## src/rtl/i2f_pkg.sv

```systemverilog
package i2f_pkg;

   typedef enum logic [1:0] {
      RM_NEAR_EVEN = 2'b00,
      RM_TO_ZERO   = 2'b01,
      RM_TO_POS    = 2'b10,
      RM_TO_NEG    = 2'b11
   } i2f_rmode_e;

   typedef enum logic [1:0] {
      CLS_ZERO = 2'b00,
      CLS_POS  = 2'b01,
      CLS_NEG  = 2'b10
   } i2f_cls_e;

   typedef struct packed {
      logic       neg;
      logic       single;
      logic [1:0] rmode;
      logic       trap_en;
   } i2f_ctl_t;

endpackage

```

## src/rtl/i2f_magnitude.sv

```systemverilog
module i2f_magnitude #(
   parameter int INT_W = 64
) (
   input  logic [INT_W-1:0] val_i,
   input  logic             is_signed_i,
   output logic             neg_o,
   output logic [INT_W-1:0] mag_o
);
   localparam logic [INT_W-1:0] ONE = {{(INT_W-1){1'b0}}, 1'b1};

   // negative two's-complement operands are negated to a magnitude
   assign neg_o = is_signed_i & val_i[INT_W-1];
   assign mag_o = neg_o ? (~val_i + ONE) : val_i;
endmodule

```

## src/rtl/i2f_normalize.sv

```systemverilog
module i2f_normalize #(
   parameter int INT_W = 64,
   parameter int LZ_W  = 6
) (
   input  logic [INT_W-1:0] mag_i,
   output logic [INT_W-1:0] norm_o,
   output logic [LZ_W-1:0]  lead_o
);
   localparam logic [LZ_W-1:0] TOP = LZ_W'(INT_W - 1);

   logic [LZ_W-1:0] lead_idx;
   logic [LZ_W-1:0] lz_cnt;

   // leading-one search: the highest set bit wins
   always_comb begin
      lead_idx = '0;
      for (int i = 0; i < INT_W; i++) begin
         if (mag_i[i]) lead_idx = LZ_W'(i);
      end
   end

   assign lz_cnt = TOP - lead_idx;
   assign norm_o = mag_i << lz_cnt;
   assign lead_o = lead_idx;
endmodule

```

## src/rtl/i2f_round.sv

```systemverilog
module i2f_round
   import i2f_pkg::*;
#(
   parameter int INT_W     = 64,
   parameter int FRAC_W    = 52,
   parameter int SP_FRAC_W = 23,
   parameter int EXP_W     = 11,
   parameter int LZ_W      = 6,
   localparam int RES_W    = 1 + EXP_W + FRAC_W
) (
   input  logic [INT_W-1:0] norm_i,
   input  logic [LZ_W-1:0]  lead_i,
   input  logic             neg_i,
   input  logic             single_i,
   input  logic [1:0]       rmode_i,
   output logic [RES_W-1:0] result_o,
   output logic             inexact_o,
   output logic [1:0]       cls_o
);
   localparam int KEEP_W  = FRAC_W + 1;
   localparam int DP_DROP = INT_W - KEEP_W;
   localparam int SP_GAP  = FRAC_W - SP_FRAC_W;
   localparam int SP_DROP = DP_DROP + SP_GAP;
   localparam int BIAS    = (1 << (EXP_W - 1)) - 1;

   localparam logic [INT_W-1:0]  DP_MASK = {{KEEP_W{1'b0}}, {DP_DROP{1'b1}}};
   localparam logic [INT_W-1:0]  SP_MASK = {{(INT_W-SP_DROP){1'b0}}, {SP_DROP{1'b1}}};
   localparam logic [KEEP_W-1:0] SP_CLR  = {{(KEEP_W-SP_GAP){1'b0}}, {SP_GAP{1'b1}}};
   localparam logic [KEEP_W-1:0] SP_INC  = SP_CLR + KEEP_W'(1);

   logic [INT_W-1:0]  drop_mask, tail;
   logic              rnd_bit, sticky, lsb, bump, carry, is_zero;
   logic [KEEP_W-1:0] keep, keep_m, inc, sum;
   logic [EXP_W-1:0]  exp_f;

   always_comb begin
      // mask generator: which low bits the chosen precision throws away
      drop_mask = single_i ? SP_MASK : DP_MASK;
      tail      = norm_i & drop_mask;
      inexact_o = |tail;
      rnd_bit   = single_i ? norm_i[SP_DROP-1] : norm_i[DP_DROP-1];
      sticky    = |(tail & (drop_mask >> 1));
      lsb       = single_i ? norm_i[SP_DROP] : norm_i[DP_DROP];

      unique case (i2f_rmode_e'(rmode_i))
         RM_NEAR_EVEN: bump = rnd_bit & (sticky | lsb);
         RM_TO_ZERO:   bump = 1'b0;
         RM_TO_POS:    bump = inexact_o & ~neg_i;
         RM_TO_NEG:    bump = inexact_o & neg_i;
         default:      bump = 1'b0;
      endcase

      keep   = norm_i[INT_W-1 -: KEEP_W];
      keep_m = single_i ? (keep & ~SP_CLR) : keep;
      inc    = single_i ? SP_INC : KEEP_W'(1);
      sum    = keep_m + (bump ? inc : '0);

      // the hidden one drops out only when the increment wraps the field
      is_zero = ~norm_i[INT_W-1];
      carry   = norm_i[INT_W-1] & ~sum[FRAC_W];
      exp_f   = EXP_W'(BIAS) + EXP_W'(lead_i) + EXP_W'(carry);

      result_o = is_zero ? '0 : {neg_i, exp_f, sum[FRAC_W-1:0]};
      cls_o    = is_zero ? CLS_ZERO : (neg_i ? CLS_NEG : CLS_POS);
   end
endmodule

```

## src/rtl/i2f_convert.sv

```systemverilog
module i2f_convert
   import i2f_pkg::*;
#(
   parameter int INT_W     = 64,
   parameter int FRAC_W    = 52,
   parameter int SP_FRAC_W = 23,
   parameter int EXP_W     = 11,
   parameter int MID_REG   = 1,
   localparam int RES_W    = 1 + EXP_W + FRAC_W
) (
   input  logic             clk,
   input  logic             rst_n,
   input  logic             start_i,
   input  logic             op_signed_i,
   input  logic             op_single_i,
   input  logic [INT_W-1:0] int_i,
   input  logic [1:0]       rmode_i,
   input  logic             inx_en_i,
   output logic             done_o,
   output logic [RES_W-1:0] result_o,
   output logic             inexact_o,
   output logic             inx_trap_o,
   output logic [1:0]       cls_o
);
   localparam int LZ_W = $clog2(INT_W);
   localparam int BIAS = (1 << (EXP_W - 1)) - 1;

   // elaboration-time parameter checks
   if (FRAC_W + 1 >= INT_W) begin : g_bad_frac
      $error("i2f_convert: FRAC_W must leave at least one bit to round away");
   end
   if (SP_FRAC_W >= FRAC_W || SP_FRAC_W < 1) begin : g_bad_sp
      $error("i2f_convert: SP_FRAC_W must lie between 1 and FRAC_W-1");
   end
   if (BIAS + INT_W >= (1 << EXP_W) - 1) begin : g_bad_exp
      $error("i2f_convert: EXP_W too narrow for INT_W");
   end
   if (MID_REG != 0 && MID_REG != 1) begin : g_bad_mid
      $error("i2f_convert: MID_REG must be 0 or 1");
   end

   // stage A: operand capture with magnitude
   logic             neg_c;
   logic [INT_W-1:0] mag_c;
   logic             a_vld;
   logic [INT_W-1:0] a_mag;
   i2f_ctl_t         a_ctl;

   i2f_magnitude #(.INT_W(INT_W)) u_mag (
      .val_i       (int_i),
      .is_signed_i (op_signed_i),
      .neg_o       (neg_c),
      .mag_o       (mag_c)
   );

   always_ff @(posedge clk) begin
      if (!rst_n) begin
         a_vld <= 1'b0;
         a_mag <= '0;
         a_ctl <= '0;
      end else begin
         a_vld <= start_i;
         if (start_i) begin
            a_mag <= mag_c;
            a_ctl <= '{neg: neg_c, single: op_single_i, rmode: rmode_i, trap_en: inx_en_i};
         end
      end
   end

   // normalize
   logic [INT_W-1:0] norm_c;
   logic [LZ_W-1:0]  lead_c;

   i2f_normalize #(.INT_W(INT_W), .LZ_W(LZ_W)) u_norm (
      .mag_i  (a_mag),
      .norm_o (norm_c),
      .lead_o (lead_c)
   );

   // stage B: optional register between normalize and round
   logic             b_vld;
   logic [INT_W-1:0] b_norm;
   logic [LZ_W-1:0]  b_lead;
   i2f_ctl_t         b_ctl;

   if (MID_REG == 1) begin : g_mid_reg
      always_ff @(posedge clk) begin
         if (!rst_n) begin
            b_vld  <= 1'b0;
            b_norm <= '0;
            b_lead <= '0;
            b_ctl  <= '0;
         end else begin
            b_vld <= a_vld;
            if (a_vld) begin
               b_norm <= norm_c;
               b_lead <= lead_c;
               b_ctl  <= a_ctl;
            end
         end
      end
   end else begin : g_mid_wire
      assign b_vld  = a_vld;
      assign b_norm = norm_c;
      assign b_lead = lead_c;
      assign b_ctl  = a_ctl;
   end

   // round and pack
   logic [RES_W-1:0] res_c;
   logic             inx_c;
   logic [1:0]       cls_c;

   i2f_round #(
      .INT_W(INT_W), .FRAC_W(FRAC_W), .SP_FRAC_W(SP_FRAC_W),
      .EXP_W(EXP_W), .LZ_W(LZ_W)
   ) u_round (
      .norm_i    (b_norm),
      .lead_i    (b_lead),
      .neg_i     (b_ctl.neg),
      .single_i  (b_ctl.single),
      .rmode_i   (b_ctl.rmode),
      .result_o  (res_c),
      .inexact_o (inx_c),
      .cls_o     (cls_c)
   );

   // stage C: registered outputs
   always_ff @(posedge clk) begin
      if (!rst_n) begin
         done_o     <= 1'b0;
         result_o   <= '0;
         inexact_o  <= 1'b0;
         inx_trap_o <= 1'b0;
         cls_o      <= CLS_ZERO;
      end else begin
         done_o <= b_vld;
         if (b_vld) begin
            result_o   <= res_c;
            inexact_o  <= inx_c;
            inx_trap_o <= inx_c & b_ctl.trap_en;
            cls_o      <= cls_c;
         end
      end
   end
endmodule


```

## config.mk

```make
export PLATFORM = sky130hd
export DESIGN_NAME = i2f_convert
export DESIGN_NICKNAME = d
export VERILOG_FILES = /design/src/rtl/i2f_pkg.sv /design/src/rtl/i2f_magnitude.sv /design/src/rtl/i2f_normalize.sv /design/src/rtl/i2f_round.sv /design/src/rtl/i2f_convert.sv
export SDC_FILE = /design/constraint.sdc
export NUM_CORES = 1
export LEC_CHECK = 0
export BUFFER_PORTS_ARGS = -buffer_cell sky130_fd_sc_hd__buf_4
export CAP_MARGIN = 25
export CORE_MARGIN = 4
export CORE_UTILIZATION = 60
export CTS_CLUSTER_SIZE = 25
export DETAILED_ROUTE_END_ITERATION = 10
export PLACE_DENSITY = 0.77
export SYNTH_ARGS = -nofsm -noshare
export SYNTH_HDL_FRONTEND = slang
export SYNTH_SLANG_ARGS = --single-unit
export TNS_END_PERCENT = 100
```

## constraint.sdc

```tcl
create_clock -name clk -period 13.1 [get_ports clk]
set_clock_uncertainty 0.05 [all_clocks]
set_input_delay 1.965 -clock clk [delete_from_list [all_inputs] [get_ports clk]]
set_output_delay 1.965 -clock clk [all_outputs]
set_load 0.1 [all_outputs]
```

==> flow_summary_export.csv <==
group,metric,value,unit
status,status,"completed",
setup_path,worstSetupStartpointType,"flip-flop",
power,total_power_consumption,2350,uW
floorplanning,initial_core_utilization,61.3,%
sta,timing.fmax,176,MHz
synthesis,yosys_warnings,0,
layout,nNetsFinal,2182,
synthesis,synth_seq_cells,214,
setup_path,worstPathArrival,6.08,ns
route,ant_nets,0,
sta,hold_viol_final,0,
setup_path,cp.buffers_inverters,1,
placement,gp_routability_congestion,1.06,
synthesis,synth_flop_cell,"sky130_fd_sc_hd__dfxtp_1",
clocking,clk_pin_slew_worst_paths,0.06,ns
layout,num_antenna_cells,0,
sta,timing.final.max_slew_violations,0,
global_route,grt_antenna_before_repair,0,
synthesis,postSynthCellCount,2104,
synthesis,async_set_or_reset_flop_fraction_in_the_synthesized_netlist,0,%
route,detailroute.via_count,16800,
setup_path,crit_path_max_fanout,13,
setup_path,cp_max_stage_delay,0.72,ns
layout,drive_above_1_share,12.8,%
clocking,post-cts-setup-buffer-count,0,
floorplanning,floorplan.die.width,169,um
floorplanning,design.portCount,141,
synthesis,synth_nets,2182,
floorplanning,die_area,0.0285,mm2
floorplanning,floorplan.die.height,169,um
sta,fin_crit_sh,43.3,%
sta,postLayoutSetupSlackWorst,7.42,ns
placement,detailedPlacementHpwl,41300,um
clocking,deepest_level_of_the_cts_h_tree,1,
route,drt-initial-drc-count,1975,
sta,worst_pin_slew,1.00,ns
setup_path,slowest_stage,"sky130_fd_sc_hd__nor4_1",
synthesis,syn_area_per_cell,7.37,um2
placement,io_buffers,140,
global_route,grt.total_usage,37.3,%
clocking,clk_path_buf_depth,3,
clocking,cts.hold.buffers_added,0,
global_route,grt_busiest_layer,"met2",
setup_path,path_common_cell,"sky130_fd_sc_hd__ha_1",
global_route,globalRoute.totalOverflow,0,
setup_path,worst-endpoint-required,13.51,ns
sta,grt_setup_unrepaired,"false",
synthesis,yosysUniqueCellTypes,87,
global_route,groute.layer.met2.usage,59.7,%
synthesis,synth_edf_count,0,
route,route.detailed.wl_per_inst,22.9,um
floorplanning,core.rowCount,58,
layout,utilization,68.2,%
clocking,clock_sink_count,214,
setup_path,worst_setup_path_end_kind,"flip-flop",
sta,timing.setup.tns,0,ns
sta,setup_viol,0,
clocking,cts_buffers,23,
sta,slew_headroom,33.2,%
sta,final.min_clock_period,5.68,ns
clocking,insertion_delay,0.54,ns
route,wl,56000,um
layout,area_delta_synth_final,11.3,%
route,ratio_of_routed_vias_to_standard_cells,6.84,
global_route,use_met3,6.40,%
min_path,hold_path.class,"reg -> reg",
route,drc,0,
route,drt_pre_antenna_iters,6,
synthesis,syn-cell-area,0.0155,mm2
clocking,post_cts_resized,0,
floorplanning,core_area,0.0253,mm2
global_route,first_pass_grt_wire_length,86700,um
synthesis,seq_area_frac_synth,27.6,%
clocking,ctsRootBufferMaster,"sky130_fd_sc_hd__clkbuf_16",
global_route,groute.layer.met1.usage,48.3,%
run,cap_violations,0,
clocking,clock_tree_from_tritoncts,"done",
setup_path,worst-setup-path-type,"reg -> reg",
global_route,grt_pass1_vias,15400,
power,power.static_leakage,0.00656,uW
power,power.density,136,mW/mm2
power,power.ir.vdd_worst,0.112,mV
setup_path,timing.critical_path.max_delay_family,"simple AND/OR/NAND/NOR gates",
placement,place_worst_setup_slack,7.46,ns
global_route,pin_count_of_the_biggest_net_entering_global_routing,126,
setup_path,critical_path.cell_chain,"inv_1, nor2_1, nor2_1, o32ai_1, o21ai_0, nor2_1, ha_1, ha_1, nand2_1, nor4_1, a41oi_1, nand2b_1, nor3_1, nand2_1, ha_1, ha_1, nand2_1, xnor2_1, nand3_1, a21oi_1",
## where the power goes
group          total [uW]  internal (uW)  switching, uW
Clock                 700            417            283
Sequential            772            691           80.3
Combinational         876            300            576
Total                2350           1410            940
## path summary, 6_finish.rpt
kind / startpoint / endpoint / slack, ns / cells past startpoint
setup / recovery: b_ctl[3] / result_o[56] / 7.42 / 20
setup reg to reg: b_ctl[3] / result_o[56] / 7.42 / 20
hold reg to reg: b_norm[9] / b_norm[9] / 0.40 / 2
hold / removal: b_norm[9] / b_norm[9] / 0.40 / 2
## flip-flops by register name, indices dropped and copies added, names as in the netlist
register and flops:
a_mag 64, result_o 64, b_vld 1, a_ctl 5, inx_trap_o 1, a_vld 1
done_o 1, b_lead 6, inexact_o 1, b_norm 64, cls_o 1, b_ctl 5
## layout make-up
cell class / instances / area, um2
clock buffers: 31 / 666
clock inverters: 10 / 143
fillers: 2209 / 8060
inverters: 38 / 145
multi-input cells: 1658 / 10300
flip-flops and latches: 214 / 4280
well taps: 330 / 413
repair buffers: 169 / 1300
## stage by stage
| step | area, um2 | hold slack, ns | cells |
|---|---|---|---|
| after floorplan | 15500 | 0.375 | 2104 |
| after global placement | 16400 | 0.388 | 2405 |
| after detailed placement | 16400 | 0.393 | 2406 |
| after global routing | 17300 | 0.432 | 2450 |
| after CTS | 17200 | 0.406 | 2447 |
| final | 17300 | 0.401 | 2450 |
## synth_stat cells, drive strengths merged (18+ instances only)
library cell,count,area share [%]
nor2,251,6.1
nand2,237,5.8
dfxtp,214,28
a21oi,170,5.5
clkbuf,141,3.4
o21ai,113,3.6
mux2i,106,6.8
nand3,90,2.9
a211oi,59,2.9
xor2,54,3.0
buf,53,1.9
nor3,50,1.6
xnor2,49,2.8
inv,38,0.92
nor4,34,1.4
or3,28,1.1
o211ai,24,1.2
and3,21,0.85
nand4,21,0.85
a22oi,20,0.97
a31oi,19,0.77
o22ai,18,0.77
## tightest hold or removal path, cell delays in order (launching register included)
cell and delay, ns:
sky130_fd_sc_hd__dfxtp_1 0.32, sky130_fd_sc_hd__nand2_1 0.04, sky130_fd_sc_hd__o21ai_0 0.05
## cell families (layout without fill, tap and decap cells)
group | Yosys count | in the layout | share of synthesized area (%)
adders and majority gates | 6 | 6 | 0.484
DFF | 214 | 214 | 27.6
xor gates and xnor gates | 103 | 103 | 5.81
buffers and inverters | 232 | 248 | 6.19
AOI/OAI and AO/OA | 604 | 604 | 26.0
and+or+nand+nor | 811 | 811 | 24.1
muxes | 134 | 134 | 9.77
## layer usage
| layer | vias to the layer above | wire, um |
|---|---|---|
| met5 | - | 0 |
| met4 | 0 | 3640 |
| met3 | 225 | 5550 |
| met2 | 980 | 25000 |
| met1 | 7855 | 21800 |
| li1 | 7706 | - |
## cells in the final DEF (no fill, tap or decap), drive strengths merged, types with 12 or more instances in the layout
| cell type | netlist | final |
|---|---|---|
| nor2b | 14 | 14 |
| dfxtp | 214 | 214 |
| a32oi | 14 | 14 |
| nand2b | 12 | 12 |
| or4 | 15 | 15 |
| a31oi | 19 | 19 |
| inv | 38 | 39 |
| or3 | 28 | 28 |
| xor2 | 54 | 54 |
| o22ai | 18 | 18 |
| a211oi | 59 | 59 |
| a311oi | 13 | 13 |
| and2 | 16 | 16 |
| buf | 53 | 168 |
| a22o | 14 | 14 |
| nand3 | 90 | 90 |
| a21oi | 170 | 170 |
| nor2 | 251 | 251 |
| o211ai | 24 | 24 |
| a21o | 12 | 12 |
| mux4 | 12 | 12 |
| o31ai | 15 | 15 |
| nand2 | 237 | 237 |
| nand4 | 21 | 21 |
| clkbuf | 141 | 31 |
| a22oi | 20 | 20 |
| xnor2 | 49 | 49 |
| nor4 | 34 | 34 |
| and3 | 21 | 21 |
| mux2i | 106 | 106 |
| nor3 | 50 | 50 |
| mux2 | 16 | 16 |
| o21ai | 113 | 113 |
Note: power is estimated with default switching activity, not from simulation.
